===== config.mk =====
export PLATFORM = sky130hd
export DESIGN_NAME = fm_status_port
export DESIGN_NICKNAME = d
export VERILOG_FILES = /design/src/rtl/fm_stat_pkg.sv /design/src/rtl/fm_clk_phase.sv /design/src/rtl/fm_busy_timer.sv /design/src/rtl/fm_status_hold.sv /design/src/rtl/fm_status_port.sv
export SDC_FILE = /design/constraint.sdc
export NUM_CORES = 1
export LEC_CHECK = 0
export ABC_AREA = 1
export BUFFER_PORTS_ARGS = -buffer_cell sky130_fd_sc_hd__buf_2
export CAP_MARGIN = 20
export CORE_MARGIN = 2
export CORE_UTILIZATION = 28
export CTS_BUF_LIST = sky130_fd_sc_hd__clkbuf_2
export DETAILED_ROUTE_END_ITERATION = 6
export SKIP_CTS_REPAIR_TIMING = 1
export SYNTH_ARGS = -nofsm -noshare
export SYNTH_HDL_FRONTEND = slang
export SYNTH_HIERARCHICAL = 1
export SYNTH_SLANG_ARGS = --single-unit

===== constraint.sdc =====
create_clock -name clk -period 3.8 [get_ports clk]
set_clock_uncertainty 0.15 [all_clocks]
set_input_delay 0.76 -clock clk [delete_from_list [all_inputs] [get_ports clk]]
set_output_delay 0.76 -clock clk [all_outputs]
set_load 0.1 [all_outputs]

===== src/rtl/fm_stat_pkg.sv =====
package fm_stat_pkg;

  localparam logic [1:0] VAR_DISCRETE   = 2'd0;
  localparam logic [1:0] VAR_INTEGRATED = 2'd1;

  // Master enables from a write at the given phase to the end of BUSY.
  function automatic int unsigned busy_span(input int unsigned phase,
                                            input int unsigned div,
                                            input int unsigned ticks);
    return ((div - phase) % div) + ticks * div;
  endfunction

  function automatic logic variant_has_busy(input logic [1:0] v);
    return (v == VAR_DISCRETE) || (v == VAR_INTEGRATED);
  endfunction

  function automatic logic addr_shows_status(input logic [1:0] v, input logic [1:0] a);
    return (v != VAR_DISCRETE) || (a == 2'd0);
  endfunction

  function automatic logic [7:0] pack_status(input logic busy, input logic tb, input logic ta);
    return {busy, 5'b00000, tb, ta};
  endfunction

endpackage


===== src/rtl/fm_clk_phase.sv =====
module fm_clk_phase #(
  parameter int DIV  = 42,
  parameter int PH_W = $clog2(DIV)
) (
  input  logic            clk,
  input  logic            rst_n,
  input  logic            mclk_en,
  output logic [PH_W-1:0] phase
);
  localparam logic [PH_W-1:0] LAST = PH_W'(DIV - 1);

  always_ff @(posedge clk or negedge rst_n) begin
    if (!rst_n)        phase <= '0;
    else if (mclk_en)  phase <= (phase == LAST) ? '0 : phase + PH_W'(1);
  end

  assert_phase_wrap_R1: assert property (@(posedge clk) disable iff (!rst_n)
    (mclk_en && phase == LAST) |=> phase == '0);
  assert_phase_frozen_R1: assert property (@(posedge clk) disable iff (!rst_n)
    !mclk_en |=> $stable(phase));
endmodule


===== src/rtl/fm_busy_timer.sv =====
module fm_busy_timer
  import fm_stat_pkg::*;
#(
  parameter int DIV   = 42,
  parameter int TICKS = 32,
  parameter int PH_W  = $clog2(DIV)
) (
  input  logic            clk,
  input  logic            rst_n,
  input  logic            mclk_en,
  input  logic            chip_rst,
  input  logic            data_wr,
  input  logic [PH_W-1:0] phase,
  output logic            busy
);
  localparam int REM_MAX = DIV * (TICKS + 1) - 1;
  localparam int REM_W   = $clog2(REM_MAX + 1);

  logic [REM_W-1:0] rem;
  logic [REM_W-1:0] load_val;
  logic             ev_load;

  assign ev_load  = mclk_en && data_wr && !chip_rst;
  assign load_val = REM_W'(busy_span(int'(phase), DIV, TICKS) - 1);
  assign busy     = (rem != '0);

  always_ff @(posedge clk or negedge rst_n) begin
    if (!rst_n)              rem <= '0;
    else if (chip_rst)       rem <= '0;
    else if (mclk_en) begin
      if (data_wr)           rem <= load_val;
      else if (rem != '0)    rem <= rem - REM_W'(1);
    end
  end

  assert_busy_opens_R3: assert property (@(posedge clk) disable iff (!rst_n)
    ev_load |=> busy);
  assert_busy_counts_R3: assert property (@(posedge clk) disable iff (!rst_n)
    (mclk_en && !data_wr && !chip_rst && busy) |=> rem == $past(rem) - REM_W'(1));
  assert_busy_bound_R4: assert property (@(posedge clk) disable iff (!rst_n)
    rem <= REM_W'(REM_MAX));
  assert_busy_reset_R10: assert property (@(posedge clk) disable iff (!rst_n)
    chip_rst |=> !busy);
endmodule


===== src/rtl/fm_status_hold.sv =====
module fm_status_hold
  import fm_stat_pkg::*;
#(
  parameter int HOLD_SHORT = 300000,
  parameter int HOLD_LONG  = 40000000,
  parameter int HOLD_W     = $clog2(HOLD_LONG + 1)
) (
  input  logic       clk,
  input  logic       rst_n,
  input  logic       mclk_en,
  input  logic       chip_rst,
  input  logic       live_rd,
  input  logic [1:0] variant,
  input  logic [7:0] status_in,
  output logic [7:0] latch,
  output logic       alive
);
  logic [HOLD_W-1:0] cnt;
  logic [HOLD_W-1:0] reload;
  logic              ev_reload;

  assign reload    = variant_has_busy(variant) ? HOLD_W'(HOLD_SHORT) : HOLD_W'(HOLD_LONG);
  assign ev_reload = mclk_en && live_rd && !chip_rst;
  assign alive     = (cnt != '0);

  always_ff @(posedge clk or negedge rst_n) begin
    if (!rst_n) begin
      cnt   <= '0;
      latch <= '0;
    end else if (chip_rst) begin
      cnt   <= '0;
    end else if (mclk_en) begin
      if (live_rd) begin
        cnt   <= reload;
        latch <= status_in;
      end else if (cnt != '0) begin
        cnt   <= cnt - HOLD_W'(1);
      end
    end
  end

  assert_hold_reload_R9: assert property (@(posedge clk) disable iff (!rst_n)
    ev_reload |=> alive && latch == $past(status_in));
  assert_hold_counts_R9: assert property (@(posedge clk) disable iff (!rst_n)
    (mclk_en && !live_rd && !chip_rst && alive) |=> cnt == $past(cnt) - HOLD_W'(1));
  assert_hold_reset_R10: assert property (@(posedge clk) disable iff (!rst_n)
    chip_rst |=> !alive);
endmodule


===== src/rtl/fm_status_port.sv =====
module fm_status_port
  import fm_stat_pkg::*;
#(
  parameter int DIV_A      = 7,
  parameter int DIV_B      = 6,
  parameter int TICKS      = 32,
  parameter int HOLD_SHORT = 300000,
  parameter int HOLD_LONG  = 40000000
) (
  input  logic       clk,
  input  logic       rst_n,
  input  logic       mclk_en,
  input  logic [1:0] variant,
  input  logic       chip_rst,
  input  logic       wr_en,
  input  logic [1:0] wr_addr,
  input  logic       rd_en,
  input  logic [1:0] rd_addr,
  input  logic       tmr_a_ovf,
  input  logic       tmr_b_ovf,
  output logic [7:0] rd_data
);
  localparam int DIV  = DIV_A * DIV_B;
  localparam int PH_W = $clog2(DIV);

  logic [PH_W-1:0] phase;
  logic            busy_raw;
  logic            busy_seen;
  logic            data_wr;
  logic            rd_pulse;
  logic            live_rd;
  logic [7:0]      fresh;
  logic [7:0]      latch;
  logic            alive;

  assign data_wr   = wr_en && wr_addr[0];
  assign rd_pulse  = mclk_en && rd_en;
  assign live_rd   = rd_en && addr_shows_status(variant, rd_addr);
  assign busy_seen = busy_raw && variant_has_busy(variant);
  assign fresh     = pack_status(busy_seen, tmr_b_ovf, tmr_a_ovf);

  fm_clk_phase #(.DIV(DIV), .PH_W(PH_W)) u_phase (
    .clk(clk), .rst_n(rst_n), .mclk_en(mclk_en), .phase(phase));

  fm_busy_timer #(.DIV(DIV), .TICKS(TICKS), .PH_W(PH_W)) u_busy (
    .clk(clk), .rst_n(rst_n), .mclk_en(mclk_en), .chip_rst(chip_rst),
    .data_wr(data_wr), .phase(phase), .busy(busy_raw));

  fm_status_hold #(.HOLD_SHORT(HOLD_SHORT), .HOLD_LONG(HOLD_LONG)) u_hold (
    .clk(clk), .rst_n(rst_n), .mclk_en(mclk_en), .chip_rst(chip_rst),
    .live_rd(live_rd), .variant(variant), .status_in(fresh),
    .latch(latch), .alive(alive));

  always_ff @(posedge clk or negedge rst_n) begin
    if (!rst_n)         rd_data <= '0;
    else if (rd_pulse)  rd_data <= live_rd ? fresh : (alive ? latch : 8'h00);
  end

  assert_disc_dead_R6: assert property (@(posedge clk) disable iff (!rst_n)
    (rd_pulse && variant == VAR_DISCRETE && rd_addr != 2'd0 && !alive) |=> rd_data == 8'h00);
  assert_enh_quiet_R5: assert property (@(posedge clk) disable iff (!rst_n)
    (rd_pulse && !variant_has_busy(variant)) |=> !rd_data[7]);
  assert_mid_zero_R8: assert property (@(posedge clk) disable iff (!rst_n)
    rd_pulse |=> rd_data[6:2] == 5'b00000);
  assert_any_addr_R7: assert property (@(posedge clk) disable iff (!rst_n)
    (rd_pulse && variant != VAR_DISCRETE) |=> rd_data[1:0] == $past({tmr_b_ovf, tmr_a_ovf}));
  assert_idle_stable_R11: assert property (@(posedge clk) disable iff (!rst_n)
    !rd_pulse |=> $stable(rd_data));
endmodule


---- After elaboration in Yosys (flattened, before gate mapping) ----
Cells that the tools add are included.
storage, ports and cells
  bits of input ports ..................... 14
  logic and storage cells ................. 44
  register bits ........................... 54
cells by class
  add/sub/neg operators ................... 6
  bitwise logic cells ..................... 1
  div/mod/pow operators ................... 1
  muxes and demuxes ....................... 12
  reductions and logical operators ........ 17
  equal/unequal tests ..................... 2
operators by type and width
  cell                    number
  $mux 26                 5
  $mux 11                 4
  $mod 32x6->32 const B   1
  $reduce_bool 26->1      1
  $sub 26x1->26 const B   1
  $sub 11x1->11 const B   2
  $mux 8                  2
  $add 11x11->11 const B  1
  $reduce_bool 11->1      1
  $sub 6x6->7 const A     1
  $add 6x1->6 const B     1
  $eq 6x6->1 const B      1
  $mux 6                  1
  $reduce_bool 3->1       2
  $logic_and 1x1->1       4
  $logic_not 2->1         2
  $reduce_and 2->1        2
  $reduce_bool 2->1       2
  $reduce_and 3->1        1
  $eq 2x1->1 const B      1
  $logic_or 1x1->1        2
  $not 1->1               1

---- Depth between registers and ports, before layout ----
Gate-level depths: netlist of the first run.
  depth after elaboration ................. 7
  mapped depth ............................ 33
  mapped depth without buffers ............ 33

---- Hierarchy ----
Netlist of the first run, hierarchy kept.
modules (own cells, without submodules)
  module          cells each  sequential area each (um^2)  area an instance (um^2)  times used
  fm_status_hold  310         850.8                        2193.4                   1
  fm_busy_timer   254         275.3                        1591.5                   1
  fm_status_port  62          200.2                        452.9                    1
  fm_clk_phase    48          150.1                        372.9                    1

---- Worst setup path before layout of the first run ----
No wires, ideal clock.
  path kind ............................... register to register
  start ................................... reg u_phase.phase[0]
  end ..................................... reg u_busy.rem[6]
  stages on the path, launching flop included .. 33
  data arrival time ....................... 3.361 ns
  buffers on the path ..................... 0
  data required time ...................... 3.534 ns
  path slack .............................. 0.172 ns
  library setup time ...................... 0.116 ns
  clock period less this slack ............ 3.628 ns
  path through ............................ dfrtp_1 ha_1 o21ai_2 nand2_4 nand2_4 ha_1 inv_1 nand4_4 nand2_1 nand2_2 nand2_2 nand2_1 nand2_2 nand2_2 inv_2 nor2_1 nand2_2 nand2_2 inv_2 nand2_2 nand2_4 nand3_4 nand2_2 nand2_1 inv_1 ha_1 nand3_2 nor2_2 nand2_1 nand2_1 nand2_1 nand2_1 nand2_1
between the ends
  cells in the longest elaborated chain, start to end .. 7
ends and longest elaborated chain
  element                   line                 text
  start: declaration        fm_clk_phase.sv:8    output logic [PH_W-1:0] phase
  start signal: assignment  fm_clk_phase.sv:14   else if (mclk_en) phase <= (phase == LAST) ? '0 : phase + PH_W'(1);
  $sub 6x6->7               fm_stat_pkg.sv:10    return ((div - phase) % div) + ticks * div;
  $mod 32x6->32             fm_stat_pkg.sv:10
  $add 11x11->11            fm_stat_pkg.sv:10
  $sub 11x1->11             fm_busy_timer.sv:24  assign load_val = REM_W'(busy_span(int'(phase), DIV, TICKS) - 1);
  $mux 11                   fm_busy_timer.sv:31  if (data_wr) rem <= load_val;
  $mux 11                   fm_busy_timer.sv:30  else if (mclk_en) begin
  $mux 11                   fm_busy_timer.sv:29  else if (chip_rst) rem <= '0;
  end signal: assignment    fm_busy_timer.sv:31
  end signal: assignment    fm_busy_timer.sv:32  else if (rem != '0) rem <= rem - REM_W'(1);
  end: declaration          fm_busy_timer.sv:19  logic [REM_W-1:0] rem;
No other way between the ends. The select of a mux whose other input is x is not followed.
A chain may end at the register's enable or synchronous reset.

---- Final worst setup path of the first run ----
  start ................................... reg u_phase.phase[1]
  end ..................................... reg u_busy.rem[6]
The elaborated chain is that of the path after synthesis.

==> impl_metrics.toml, run 1 <==
[timing]
relSlewSlack = 0.529
setup-tns-final_ns = 0
fin_ws_ns = 0.252
timing.fmax_ghz = 0.282
fin_crit_ns = 3.55
slew_violations = 0
worstMarginPinSlew_ns = 0.705
hold_violations = 0
setup-violations-final = 0
period_share = 0.934

[layout]
nNetsFinal = 747
drive_gt1_frac = 0.225
num_antenna_cells = 0
final_area_sq_um = 5370
n_fill_cell = 1787
syn2layout_area_growth_pct = 16.5
final_cell_mix = "nand2_1 (186), inv_1 (73), nand3_1 (70)"
final_common_cell = "nand2_1"
fin_util = 0.336

[setup_path]
cp-start-kind = "flop"
cp_max_fo = 6
endpoint = "u_busy/rem[6]"
critPathMaxStageDelay_ns = 0.42
r2r-end = "u_busy/rem[6]"
crit_arrival_ns = 3.82
startpoint = "u_phase/phase[1]"
r2r_start = "u_phase/phase[1]"
critical_path_class = "reg2reg"
crit_path_end_kind = "flop"
critPathSlowestCell = "dfrtp_1"
r2r_cells = 32
cp.required_ns = 4.07
r2r_slack_ns = 0.25

[synthesis]
synth-seq-area-share = 0.320
synth_area_leader_cell = "dfrtp_1"
synthTopCellsByArea = "dfrtp_1 (32%), nand2_1 (16%), nand3_1 (7.7%)"
ys_ff_latch = 59
synth.cell_area_sq_um = 4610
ys_warn_count = 6
synth_top_area_share = 0.320
synthDistinctLibCells = 45
synth_area_per_cell_sq_um = 6.84
syn-instance-count = 674

[global_route]
grtUsageMet3 = 0.0169
grt_start_max_net_pins = 26
antenna_found_initial = 0
grt_util_met2 = 0.201
grt-ovfl-total = 0
grt_use_total = 0.124
grt_pass1_vias = 3971
top_usage_layer = "met2"
grt_first_pass_wirelength_mm = 18.3
use_met1 = 0.172

[route]
firstDrtPassIters = 4
ant_nets = 0
drc_errors = 0
drt-initial-drc-count = 241
wl_per_cell_um = 11.2
routed_via_density = 4.50
wl_mm = 10.6
via_count = 4250

[floorplanning]
dieArea_sq_um = 17500
io_pins = 22
initial_core_util = 0.288
die_x_um = 132
die_y_um = 132
rows = 46
core_area_sq_um = 16000

[placed_design]
place_ws_ns = 0.0719
port-buffer-count = 20
gp_congestion = 0.826
postPlaceCellArea_sq_um = 5010
dp_hpwl_mm = 7.55

[status]
outcome = "complete, no violations"

[cts]
clk_pin_slew_ns = 0.18
cts_sinks = 59
cts_max_path_buffers = 2
h-tree-depth = 3
clk_latency_ns = 0.50
numCtsBuffers = 9
ctsRootBufferMaster = "clkbuf_2"
cts_tree = "built"

[power]
power.density_nw_per_um2 = 772
leakage_nw = 2.72
vdd.ir_drop.worst_mv = 0.322

[worst_hold_path]
min_path_type = "in2async"

[run]
drv_cap = 0
[where the power goes]
group,internal [mW],switching [mW],total (mW)
sequential,0.768,0.106,0.874
clock,0.282,0.260,0.542
combinational,1.00,1.72,2.73
[synthesized netlist by cell type (all sizes together)]
cell type  count
buf            9
o21ai         41
nand2        228
dfrtp         59
nand4         22
o21a           1
nand3         77
nor3           4
mux2           8
nor2          88
nand3b         6
a21o           1
a31oi          1
inv           83
a31o           1
o21bai         2
clkinv         4
conb           2
xor2           4
a21oi         14
ha             9
or2            5
and2           1
clkbuf         1
o22ai          3
[layout make-up]
class	count	area [sq um]	share of cell area
inverters	87	328	0.0610
well taps	216	270	0.0503
repair buffers	44	280	0.0522
clock inverters	7	116	0.0217
clock buffers	9	45.0	0.00839
multi-input cells	523	2850	0.531
flip-flops and latches	59	1480	0.275
[sequential cells by signal, indices dropped and copies added, names as in the netlist]
name           flops
rd_data            8
u_busy/rem        11
u_hold/cnt        26
u_hold/latch       8
u_phase/phase      6
[stage by stage]
step | instances | hold WS (ns) | power [mW]
5_1_grt | 945 | 0.0950 | 4.56
4_1_cts | 932 | 0.0714 | 3.85
3_3_place_gp | 916 | 0.312 | 3.26
3_5_place_dp | 916 | 0.314 | 3.29
6_report | 945 | 0.0837 | 4.14
2_1_floorplan | 679 | 0.296 | 2.84
[worst min path at each step]
stage,slack [ns],endpoint,startpoint,depth (start not counted)
final,0.08,u_phase/phase[0],rst_n,1
after global routing,0.1,u_phase/phase[5],rst_n,1
after detailed placement,0.31,rd_data[6],rd_data[6],2
after CTS,0.07,u_phase/phase[5],rst_n,1
after floorplan,0.30,u_hold/cnt[0],u_hold/cnt[0],1
after global placement,0.31,rd_data[6],rd_data[6],2
[metal layers]
metal / routed length (um) / vias to the layer above
li1: - / 2253
met1: 5390 / 1926
met2: 4730 / 59
met3: 306 / 12
met4: 138 / 0
met5: 0 / -
[worst max-delay path: cells and delay by family (launching register included)]
| family | cells | cell delay (ns) |
|---|---|---|
| and+or+nand+nor | 25 | 1.94 |
| AOI/OAI and AO/OA | 1 | 0.17 |
| adders and majority gates | 3 | 0.56 |
| buffers and inverters | 3 | 0.20 |
| DFF | 1 | 0.42 |
[cells by family after synthesis]
| kind of cell | share of synthesized area |
|---|---|
| muxes | 0.0195 |
| adders and majority gates | 0.0244 |
| xor gates and xnor gates | 0.00760 |
| and+or+nand+nor | 0.461 |
| other | 0.00163 |
| DFF | 0.320 |
| buffers and inverters | 0.0866 |
| AOI/OAI and AO/OA | 0.0792 |
Power figures use the tool's default switching activity.
==> inputs of run 2 (changes only) <==
==> constraint.sdc (replaced) <==
create_clock -name clk -period 3.8 [get_ports clk]
set_clock_uncertainty 0.15 [all_clocks]
set_input_delay 0.38 -clock clk [delete_from_list [all_inputs] [get_ports clk]]
set_output_delay 0.38 -clock clk [all_outputs]
set_load 0.1 [all_outputs]
==> run 2 against run 1 <==
  * Cell area grew 0.28%
  * Global-route usage shrank 0.51 points
  * Core utilization grew 0.094 points
  * Worst setup slack lost 0.012 ns
  * Non-clock buffer count grew 1
  * Clock power shrank 12%
  * Die area is the same
  * Maximum frequency shrank 0.35%
  * Largest cell class unchanged
  * Largest power group unchanged
==> impl_metrics.toml, run 2 (synthesis gave the netlist of run 1 again) <==
[floorplanning]
core_area_sq_um = 16000
dieArea_sq_um = 17500
die_y_um = 132
rows = 46
die_x_um = 132
io_pins = 22
initial_core_util = 0.288

[route]
drt-initial-drc-count = 226
wl_mm = 10.5
drc_errors = 0
routed_via_density = 4.60
firstDrtPassIters = 5
via_count = 4352
wl_per_cell_um = 11.1
ant_nets = 0

[power]
power.density_nw_per_um2 = 759
vdd.ir_drop.worst_mv = 0.345
leakage_nw = 2.72
power_mw = 4.09

[layout]
fin_cells = 946
n_fill_cell = 1781
nNetsFinal = 748
num_antenna_cells = 0
syn2layout_area_growth_pct = 16.8
reg_top3 = "u_hold/cnt (26), u_busy/rem (11)"
drive_gt1_frac = 0.223
final_cell_mix = "nand2_1 (183), inv_1 (73), nand3_1 (70)"
largest_register_ffs = 26
final_common_cell = "nand2_1"
regMostFlops = "u_hold/cnt"

[placed_design]
dp_hpwl_mm = 7.53
dp_cells = 915
port-buffer-count = 20
gp_congestion = 0.824

[cts]
clk_pin_slew_ns = 0.19
ctsRootBufferMaster = "clkbuf_2"
cts_tree = "built"
h-tree-depth = 3
cts_sinks = 59
clk_latency_ns = 0.50
numCtsBuffers = 9
cts_max_path_buffers = 2

[setup_path]
critical_path_class = "reg2reg"
crit_arrival_ns = 3.82
cp-start-kind = "flop"
cp_max_fo = 5
crit_path_end_kind = "flop"
critPathSlowestCell = "dfrtp_1"
cp.required_ns = 4.06
critPathMaxStageDelay_ns = 0.46

[run]
drv_cap = 0

[global_route]
grt-ovfl-total = 0
antenna_found_initial = 0
grt_first_pass_wirelength_mm = 17.6
grt_pass1_vias = 3774
grt_start_max_net_pins = 42
grt_use_total = 0.119

[timing]
slew_violations = 0
period_share = 0.937
relSlewSlack = 0.374
timing.fmax_ghz = 0.281
worstMarginPinSlew_ns = 0.939
hold_violations = 0
fin_crit_ns = 3.56
setup-violations-final = 0

[status]
outcome = "complete, no violations"

[worst_hold_path]
min_path_type = "in2reg"
==> run 2: changes by cell type in the layout (fill, tap and decap cells not counted), moves of 2 or more <==
cell / change
nand2_1: -3
buf_4: -2
dlygate4sd3_1: +3
nand2_4: +2
==> run 2: metrics by stage <==
| stage | setup TNS, ns | cell area (sq um) | hold WS [ns] | setup WS [ns] | utilization |
|---|---|---|---|---|---|
| 2_1_floorplan | 0 | 4630 | -0.0656 | 0.172 | - |
| 3_3_place_gp | 0 | 5000 | 0.315 | 0.0956 | 0.313 |
| 3_5_place_dp | 0 | 5000 | 0.313 | 0.0328 | 0.313 |
| 4_1_cts | -0.00723 | 5140 | -0.148 | -0.00723 | 0.321 |
| 5_1_grt | -0.0354 | 5390 | 0.0307 | -0.0354 | 0.337 |
| 6_report | 0 | 5390 | 0.0709 | 0.240 | 0.337 |
==> run 2: final timing paths <==
path / start / to / slack [ns] / cells past startpoint
max: u_phase/phase[0] / u_busy/rem[6] / 0.24 / 28
min: rd_en / rd_data[7] / 0.07 / 4
max reg2reg: u_phase/phase[0] / u_busy/rem[6] / 0.24 / 28
min reg2reg: u_hold/cnt[0] / u_hold/cnt[0] / 0.34 / 1
max in group asynchronous: rst_n / u_hold/cnt[10] / 2.36 / 3
min in group asynchronous: rst_n / u_hold/cnt[20] / 0.42 / 2
==> run 2: final cells by class <==
class	instances	area, sq um	area share
tap	216	270	0.0502
clock buffer	9	45.0	0.00836
multi-input combinational	523	2880	0.534
sequential	59	1480	0.274
timing repair buffer	45	295	0.0548
clock inverter	7	92.6	0.0172
inverter	87	328	0.0609
==> run 2: report_power, final <==
part	leakage, nW	switching [mW]	total, mW	internal, mW
registers	0.763	0.113	0.881	0.767
clock network	0.0755	0.261	0.476	0.215
logic	1.88	1.72	2.73	1.01
total	2.72	2.10	4.09	1.99
==> run 2: routing by layer <==
metal	up-vias	GRT usage	part of all wire	wire, um
li1	2268	-	-	-
met1	1983	0.162	0.48	5000
met4	0	0.0269	0.0081	85
met2	92	0.195	0.47	4970
met3	9	0.0242	0.045	471
met5	-	0	0	0
==> run 2: critical path: cells and delay by family, from the launching register on <==
family | cells | cell delay (ns)
and+or+nand+nor | 22 | 1.86
adders and majority gates | 3 | 0.54
AOI/OAI and AO/OA | 2 | 0.39
DFF | 1 | 0.46
buffers and inverters | 1 | 0.07
